`src/rtl/tlbRegPkg.sv`:
```
package tlbRegPkg;

  typedef enum logic [2:0] {
    REG_DATA   = 3'd0,
    REG_TAG    = 3'd1,
    REG_PID    = 3'd2,
    REG_ZONE   = 3'd3,
    REG_INDEX  = 3'd4,
    REG_SEARCH = 3'd5
  } regSelE;

  typedef struct packed {
    logic   dataLoWr;
    logic   dataHiWr;
    logic   tagWr;
    logic   pidWr;
    logic   zoneWr;
    logic   idxWr;
    logic   tagRd;
    logic   srchStart;
    logic   srchCommit;
    logic   rdValid;
    logic   rdHi;
    regSelE rdSel;
  } strobeT;

endpackage

```
`src/rtl/tlbRegCtl.sv`:
```
module tlbRegCtl
  import tlbRegPkg::*;
#(
  parameter int unsigned ACCESS_LEVEL = 3
) (
  input  logic       clk,
  input  logic       rstN,
  input  logic       regWr,
  input  logic       regRd,
  input  logic       regExt,
  input  logic [2:0] regNum,
  output logic       busy,
  output strobeT     strb
);

  localparam logic [1:0] LVL      = ACCESS_LEVEL[1:0];
  localparam bit         ANY_OK   = (LVL != 2'd0);
  localparam bit         READ_OK  = LVL[0];
  localparam bit         CTRL_OK  = (LVL > 2'd1);

  logic accept;
  logic extOk;
  logic wrOk;
  logic rdOk;

  assign accept = ANY_OK && !busy;
  assign extOk  = !regExt || (regNum == REG_DATA);
  assign wrOk   = regWr && accept && extOk;
  assign rdOk   = regRd && accept && extOk;

  always_comb begin
    strb            = '0;
    strb.rdSel      = regSelE'(regNum);
    strb.rdHi       = regExt;
    strb.srchCommit = busy;
    if (wrOk) begin
      case (regNum)
        REG_DATA:   begin
          strb.dataHiWr = regExt;
          strb.dataLoWr = !regExt;
        end
        REG_TAG:    strb.tagWr     = 1'b1;
        REG_PID:    strb.pidWr     = CTRL_OK;
        REG_ZONE:   strb.zoneWr    = CTRL_OK;
        REG_INDEX:  strb.idxWr     = 1'b1;
        REG_SEARCH: strb.srchStart = CTRL_OK;
        default:    ;
      endcase
    end
    if (rdOk) begin
      case (regNum)
        REG_DATA, REG_PID, REG_ZONE: strb.rdValid = READ_OK;
        REG_TAG: begin
          strb.rdValid = READ_OK;
          strb.tagRd   = READ_OK;
        end
        REG_INDEX: strb.rdValid = 1'b1;
        default:   ;
      endcase
    end
  end

  always_ff @(posedge clk) begin
    if (!rstN) busy <= 1'b0;
    else       busy <= strb.srchStart;
  end

  // a search occupies exactly one busy cycle
  a_r7_busy_single: assert property (@(posedge clk) disable iff (!rstN)
    busy |=> !busy);

  // busy only follows a search-register write
  a_r7_busy_cause: assert property (@(posedge clk) disable iff (!rstN)
    $rose(busy) |-> $past(regWr && !regExt && regNum == REG_SEARCH));

endmodule

```
`src/rtl/tlbRegDp.sv`:
```
module tlbRegDp
  import tlbRegPkg::*;
#(
  parameter int unsigned ENTRIES = 64,
  parameter int unsigned TID_W   = 8,
  parameter int unsigned VPN_LSB = 10,
  localparam int unsigned IDX_W  = $clog2(ENTRIES)
) (
  input  logic              clk,
  input  logic              rstN,
  input  strobeT            strb,
  input  logic [31:0]       regWdata,
  input  logic              userMode,
  output logic [31:0]       regRdata,
  output logic [IDX_W-1:0]  ramIdx,
  output logic              tagWe,
  output logic              dataWeLo,
  output logic              dataWeHi,
  output logic [31:0]       ramWdata,
  output logic              tidWe,
  output logic [TID_W-1:0]  tidWdata,
  input  logic [31:0]       tagRdata,
  input  logic [63:0]       dataRdata,
  input  logic [TID_W-1:0]  tidRdata,
  output logic              srchReq,
  output logic [31:0]       srchVpn,
  output logic              srchUser,
  input  logic              srchHit,
  input  logic [IDX_W-1:0]  srchIdx,
  output logic [TID_W-1:0]  curPid,
  output logic [31:0]       zoneProt
);

  localparam logic [31:0] VPN_MASK = ~((32'd1 << VPN_LSB) - 32'd1);

  logic [31:0] pidReg;
  logic [31:0] zoneReg;
  logic [31:0] idxReg;
  logic [31:0] vpnReg;
  logic        userReg;

  always_ff @(posedge clk) begin
    if (!rstN) begin
      pidReg  <= '0;
      zoneReg <= '0;
      idxReg  <= '0;
      vpnReg  <= '0;
      userReg <= 1'b0;
    end else begin
      if (strb.pidWr)      pidReg <= regWdata;
      else if (strb.tagRd) pidReg <= {{(32-TID_W){1'b0}}, tidRdata};
      if (strb.zoneWr) zoneReg <= regWdata;
      if (strb.srchCommit) begin
        if (srchHit) idxReg     <= {{(32-IDX_W){1'b0}}, srchIdx};
        else         idxReg[31] <= 1'b1;
      end else if (strb.idxWr) begin
        idxReg[30:0] <= regWdata[30:0];
      end
      if (strb.srchStart) begin
        vpnReg  <= regWdata & VPN_MASK;
        userReg <= userMode;
      end
    end
  end

  assign ramIdx   = idxReg[IDX_W-1:0];
  assign ramWdata = regWdata;
  assign tagWe    = strb.tagWr;
  assign tidWe    = strb.tagWr;
  assign tidWdata = pidReg[TID_W-1:0];
  assign dataWeLo = strb.dataLoWr;
  assign dataWeHi = strb.dataHiWr;
  assign srchReq  = strb.srchCommit;
  assign srchVpn  = vpnReg;
  assign srchUser = userReg;
  assign curPid   = pidReg[TID_W-1:0];
  assign zoneProt = zoneReg;

  always_comb begin
    regRdata = '0;
    if (strb.rdValid) begin
      case (strb.rdSel)
        REG_DATA:  regRdata = strb.rdHi ? dataRdata[63:32] : dataRdata[31:0];
        REG_TAG:   regRdata = tagRdata;
        REG_PID:   regRdata = pidReg;
        REG_ZONE:  regRdata = zoneReg;
        REG_INDEX: regRdata = idxReg;
        default:   regRdata = '0;
      endcase
    end
  end

  // a hit replaces the whole index with the matched entry
  a_r7_hit_commit: assert property (@(posedge clk) disable iff (!rstN)
    $past(strb.srchCommit && srchHit) |-> idxReg == {{(32-IDX_W){1'b0}}, $past(srchIdx)});

  // a miss raises the flag and keeps the rest
  a_r7_miss_flag: assert property (@(posedge clk) disable iff (!rstN)
    $past(strb.srchCommit && !srchHit) |-> idxReg[31] && idxReg[30:0] == $past(idxReg[30:0]));

  // software index writes leave the miss flag alone
  a_r2_miss_ro: assert property (@(posedge clk) disable iff (!rstN)
    $past(strb.idxWr && !strb.srchCommit) |-> idxReg[31] == $past(idxReg[31]));

  // identifier changes only through its own write or a tag read
  a_r10_pid_hold: assert property (@(posedge clk) disable iff (!rstN)
    $past(!strb.pidWr && !strb.tagRd) |-> $stable(pidReg));

  // zone word changes only through an accepted write
  a_r10_zone_hold: assert property (@(posedge clk) disable iff (!rstN)
    $past(!strb.zoneWr) |-> $stable(zoneReg));

endmodule

```
`src/rtl/tlbMaintRegs.sv`:
```
module tlbMaintRegs
  import tlbRegPkg::*;
#(
  parameter int unsigned ENTRIES      = 64,
  parameter int unsigned VPN_LSB      = 10,
  parameter int unsigned ACCESS_LEVEL = 3,
  localparam int unsigned IDX_W       = $clog2(ENTRIES),
  localparam int unsigned TID_W       = 8
) (
  input  logic              clk,
  input  logic              rstN,
  input  logic              regWr,
  input  logic              regRd,
  input  logic              regExt,
  input  logic [2:0]        regNum,
  input  logic [31:0]       regWdata,
  output logic [31:0]       regRdata,
  input  logic              userMode,
  output logic              busy,
  output logic [IDX_W-1:0]  ramIdx,
  output logic              tagWe,
  output logic              dataWeLo,
  output logic              dataWeHi,
  output logic [31:0]       ramWdata,
  output logic              tidWe,
  output logic [TID_W-1:0]  tidWdata,
  input  logic [31:0]       tagRdata,
  input  logic [63:0]       dataRdata,
  input  logic [TID_W-1:0]  tidRdata,
  output logic              srchReq,
  output logic [31:0]       srchVpn,
  output logic              srchUser,
  input  logic              srchHit,
  input  logic [IDX_W-1:0]  srchIdx,
  output logic [TID_W-1:0]  curPid,
  output logic [31:0]       zoneProt
);

  strobeT strb;

  tlbRegCtl #(.ACCESS_LEVEL(ACCESS_LEVEL)) i_ctl (
    .clk    (clk),
    .rstN   (rstN),
    .regWr  (regWr),
    .regRd  (regRd),
    .regExt (regExt),
    .regNum (regNum),
    .busy   (busy),
    .strb   (strb)
  );

  tlbRegDp #(.ENTRIES(ENTRIES), .TID_W(TID_W), .VPN_LSB(VPN_LSB)) i_dp (
    .clk       (clk),
    .rstN      (rstN),
    .strb      (strb),
    .regWdata  (regWdata),
    .userMode  (userMode),
    .regRdata  (regRdata),
    .ramIdx    (ramIdx),
    .tagWe     (tagWe),
    .dataWeLo  (dataWeLo),
    .dataWeHi  (dataWeHi),
    .ramWdata  (ramWdata),
    .tidWe     (tidWe),
    .tidWdata  (tidWdata),
    .tagRdata  (tagRdata),
    .dataRdata (dataRdata),
    .tidRdata  (tidRdata),
    .srchReq   (srchReq),
    .srchVpn   (srchVpn),
    .srchUser  (srchUser),
    .srchHit   (srchHit),
    .srchIdx   (srchIdx),
    .curPid    (curPid),
    .zoneProt  (zoneProt)
  );

endmodule

```
`config.mk`:
```
export PLATFORM = sky130hd
export DESIGN_NAME = tlbMaintRegs
export DESIGN_NICKNAME = d
export VERILOG_FILES = /design/src/rtl/tlbRegPkg.sv /design/src/rtl/tlbRegCtl.sv /design/src/rtl/tlbRegDp.sv /design/src/rtl/tlbMaintRegs.sv
export SDC_FILE = /design/constraint.sdc
export NUM_CORES = 1
export LEC_CHECK = 0
export BUFFER_PORTS_ARGS = -buffer_cell sky130_fd_sc_hd__buf_2
export CAP_MARGIN = 20
export CELL_PAD_IN_SITES_DETAIL_PLACEMENT = 0
export CELL_PAD_IN_SITES_GLOBAL_PLACEMENT = 1
export CORE_UTILIZATION = 32
export CTS_CLUSTER_DIAMETER = 200
export CTS_CLUSTER_SIZE = 30
export DETAILED_ROUTE_END_ITERATION = 12
export PLACE_DENSITY = 0.86
export RECOVER_POWER = 100
export SYNTH_ARGS = -nofsm -noshare
export SYNTH_HDL_FRONTEND = slang
export SYNTH_HIERARCHICAL = 1
export SYNTH_SLANG_ARGS = --single-unit
```
`constraint.sdc`:
```
create_clock -name clk -period 2.2 [get_ports clk]
set_clock_uncertainty 0.15 [all_clocks]
set_input_delay 0.44 -clock clk [delete_from_list [all_inputs] [get_ports clk]]
set_output_delay 0.44 -clock clk [all_outputs]
set_load 0.02 [all_outputs]
```
# After elaboration in Yosys (flattened, before gate mapping)
# Index checks and enable logic that the tools add are counted.
# word_totals
regBits	120
word_cells	45
# classes
n_mux	20
n_eq_ne	6
reduce_logical	12
# op_table
cell	n
32-bit one-hot mux with 5 select lines	1
32-bit two-way mux	4
31-bit two-way mux	3
1-bit two-way mux	10
3-bit by 2-bit equality test with 1-bit output (second input constant)	2
3-bit equality test (second input constant)	2
6-bit two-way mux	1
5-bit OR reduction	1
1-bit logical AND	4
2-bit nonzero test	2
3-bit by 1-bit equality test with 1-bit output (second input constant)	1
3-bit zero test	1
1-bit zero test	2
2-bit two-way mux	1
2-bit != test (second input constant)	1
2-bit AND reduction	1
1-bit logical OR	1

# Logic depth before layout (Yosys ltp)
# depth
depth_word	6
depth_mapped	7
ltp_nobuf	5

# Cells and area by module
# The synthesis kept the hierarchy.
# modules_own_cells
module	area_per_inst_um2	cells_per_inst	instances
tlbRegDp	7247.0	778	1
tlbRegCtl	186.4	27	1

# Worst setup path after synthesis
# OpenSTA, ideal clock, no wires.
# synth_timing
path_type	in2out
from	in regNum[0]
to	out regRdata[30]
cell_stages	7
required_time_ns	1.610
setup_slack_ns	-0.183
arrival_time_ns	1.793
path_buffers	4
path_cell_list	buf_4 clkbuf_1 or3_1 buf_2 buf_6 o22a_1 a21oi_1
# synth_via
elab_chain_len	5
elab_cells_between_ends	12
cone_classes	eq/ne: 4; mux: 4; reduce/logical: 4
# synth_rtl
element	line_no	text
start, declared	tlbMaintRegs.sv:15	input logic [2:0] regNum,
3-bit by 2-bit equality test with 1-bit output (tied with other cells)	tlbRegCtl.sv:51, tlbRegDp.sv:82	
5-bit OR reduction (no source line) or 1-bit logical OR (tied branches)	-	
1-bit two-way mux or 1-bit logical AND (tied branches)	tlbRegCtl.sv:51, tlbRegCtl.sv:29	
1-bit two-way mux	tlbRegCtl.sv:50	if (rdOk) begin
32-bit two-way mux (*)	tlbRegDp.sv:81	if (strb.rdValid) begin
end, declared	tlbMaintRegs.sv:17	output logic [31:0] regRdata,
# Every way passes the cells marked *; elsewhere a longest branch is shown, timed or not.

# Final worst setup path
# layout_timing
from	in regNum[1]
to	out regRdata[20]
# Same word-level chain as after synthesis.

==> results.toml <==
[cells_and_area]
drive_above_1_share = 0.314
syn2layout_area_growth_pct = 38.3
nNetsFinal = 1204
final_area_mm2 = 0.0103
layout_common_cells = "buf_2, mux2i_1, dfxtp_1, clkbuf_1, nor2b_1"
mostFrequentLayoutCell = "buf_2"
instances_no_fill = 1351
post-route-util = 0.453

[global_routing]
grt_first_pass_wirelength_um = 37300
grt-ovfl-total = 0
grt_pass1_vias = 6565
gr-usage-all-layers = 0.206
antenna_found_initial = 3
grt_max_degree = 70

[run_status]
status = "finished with violations"
violations = "negative setup slack"

[sta]
finalSetupViolCount = 37
setup_tns_ns = -2.66
relSlewSlack = 0.507
finalMaxSlewViolations = 0
fmax_mhz = 435
period_share = 1.04
rsz0062_at_grt = "yes"
hold_viol = 0
timing.hold.ws_ns = 0.143
worst_pin_slew_ns = 0.723
fin_ws_ns = -0.0989
post-route-min-period_ns = 2.30

[clock_tree]
max-clock-path-buffers = 2
cts.sinks = 120
cts_tree = "done"
cts_inserted_buffers = 17
cts.reportedPaths.clkPinSlew_ns = 0.06
insertion_delay_ns = 0.42
holdBufCountCts = 0
h-tree-depth = 4
cts-root-buf = "clkbuf_16"

[route]
post_drt_wl_per_cell_um = 18.6
via_per_inst = 4.96
drt_iter0_drc = 313
final_antenna_net_count = 0
drc_errors = 0
vias = 6706
wl_um = 25100
first_pass_iters = 4

[floorplan]
ioPinCount = 309
die_h_um = 154
core-area_mm2 = 0.0227
start_util = 0.327
die_x_um = 154
dieArea_mm2 = 0.0238
rows = 55

[placement]
numPortBuffers = 298
dpl_worst_slack_ns = -0.305
place_hpwl_um = 16400
finalWeightedCongestion = 0.739
placed_cell_area_mm2 = 0.00932
dp_cells = 1300

[yosys]
yosys_warnings = 6
synth_top_cell_area_share = 0.323
synthDistinctLibCells = 33
yosysSeqAreaShare = 0.323
netlist_area_mm2 = 0.00743
synth_area_leaders = "dfxtp_1, mux2i_1, nor2b_1"
syn_avg_cell_area_um2 = 9.23
syn_inst = 805
synth.ff_latch_count = 120
synth_top_area_cell = "dfxtp_1"

[worst_setup_path]
cp-start-kind = "input pin"
cp_common_cell = "buf_6"
worstPathRequired_ns = 1.61
crit_slowest_cell = "bufbuf_16"
max_stage_delay_ns = 0.26
path_cells = "buf_6 > buf_8 > buf_4 > bufbuf_16 > nand3b_1 > a21o_1 > a21oi_4 > buf_6"
worstSetupEndpointType = "output port"
cp_max_fo = 6
crit_type = "in2out"
arrival_ns = 1.71

[power_and_ir_drop]
vdd_ir_drop_max_mv = 0.439
power_mw = 6.02
pwr_density_cell_mw_per_mm2 = 586
leakage_nw = 3.82

[flow_run]
cap_violations = 0

[min_path]
hp-class = "in2reg"
[registers in the layout (all words and copies together) (netlist names)]
register,flops
i_dp/zoneProt,32
i_dp/pidReg,32
i_dp/idxReg,32
i_ctl/busy,1
i_dp/srchUser,1
i_dp/srchVpn,22
[layout make-up]
| type | count | area, um2 |
|---|---|---|
| Fill cell | 2238 | 12400 |
| Multi-Input combinational cell | 543 | 4510 |
| Sequential cell | 120 | 2410 |
| Timing Repair Buffer | 366 | 2400 |
| Clock buffer | 19 | 453 |
| Tap cell | 285 | 357 |
| Clock inverter | 12 | 141 |
| Inverter | 4 | 15.0 |
| Antenna cell | 2 | 5.00 |
[path summary, 6_finish.rpt]
check | from | endpoint | slack (ns) | cells after the start
hold reg to reg | i_dp/srchVpn[24] | i_dp/srchVpn[24] | 0.37 | 2
setup / recovery | regNum[1] | regRdata[20] | -0.1 | 8
setup reg to reg | i_ctl/busy | i_dp/pidReg[23] | 0.09 | 8
hold / removal | userMode | i_dp/srchUser | 0.14 | 3
[report_power, final]
part / total, mW / leakage, nW / switching, mW / internal [mW]
registers: 2.22 / 0.970 / 0.0207 / 2.20
clock network: 2.83 / 0.287 / 1.10 / 1.74
logic: 0.964 / 2.56 / 0.527 / 0.437
total: 6.02 / 3.82 / 1.65 / 4.38
[cells by family after synthesis]
group / after synthesis / share of synthesized area
other cells: 1 / 0.000504
flops: 120 / 0.323
compound gates: 164 / 0.165
buf+inv: 152 / 0.122
simple gates: 233 / 0.206
mux: 135 / 0.182
[cell usage after synthesis]
master	instances
a211oi_1	1
a21o_1	32
a21oi_1	28
a21oi_2	29
a22oi_1	25
and2_1	8
and3_2	1
buf_1	4
buf_2	24
buf_4	74
buf_6	4
clkbuf_1	42
conb_1	1
dfxtp_1	120
inv_1	4
mux2_2	1
mux2i_1	133
mux2i_2	1
nand2_1	15
nand2b_1	2
nand2b_2	1
nand3b_1	64
nand4bb_1	1
nor2_1	3
nor2b_1	105
nor3_1	5
nor3b_1	24
nor4_1	2
o211a_1	7
o21ai_1	10
o22a_1	32
or3_1	1
or4b_4	1
[critical path: cells and delay by family]
kind	cells	cell delay, ns
AO/OA/AOI/OAI	2	0.36
AND/OR/NAND/NOR	1	0.16
buffers and inverters	5	0.75
[what timing repair did]
| item | CTS | global route |
|---|---|---|
| endpoints found under the setup margin | 35 | 68 |
| gates cloned | 5 | 2 |
| resized for setup | 93 | 10 |
| pin swaps | 8 | 8 |
| buffers inserted | 9 | 4 |
[metal layers]
| layer | GRT usage | wire length, um | up-vias | part of all wire |
|---|---|---|---|---|
| met4 | 0.0613 | 269 | 2 | 0.011 |
| met2 | 0.363 | 12500 | 216 | 0.50 |
| li1 | - | - | 3258 | - |
| met1 | 0.250 | 10800 | 3205 | 0.43 |
| met5 | 0 | 17 | - | 0.00068 |
| met3 | 0.0426 | 1460 | 25 | 0.058 |
Note: power is estimated with default switching activity, not from simulation.
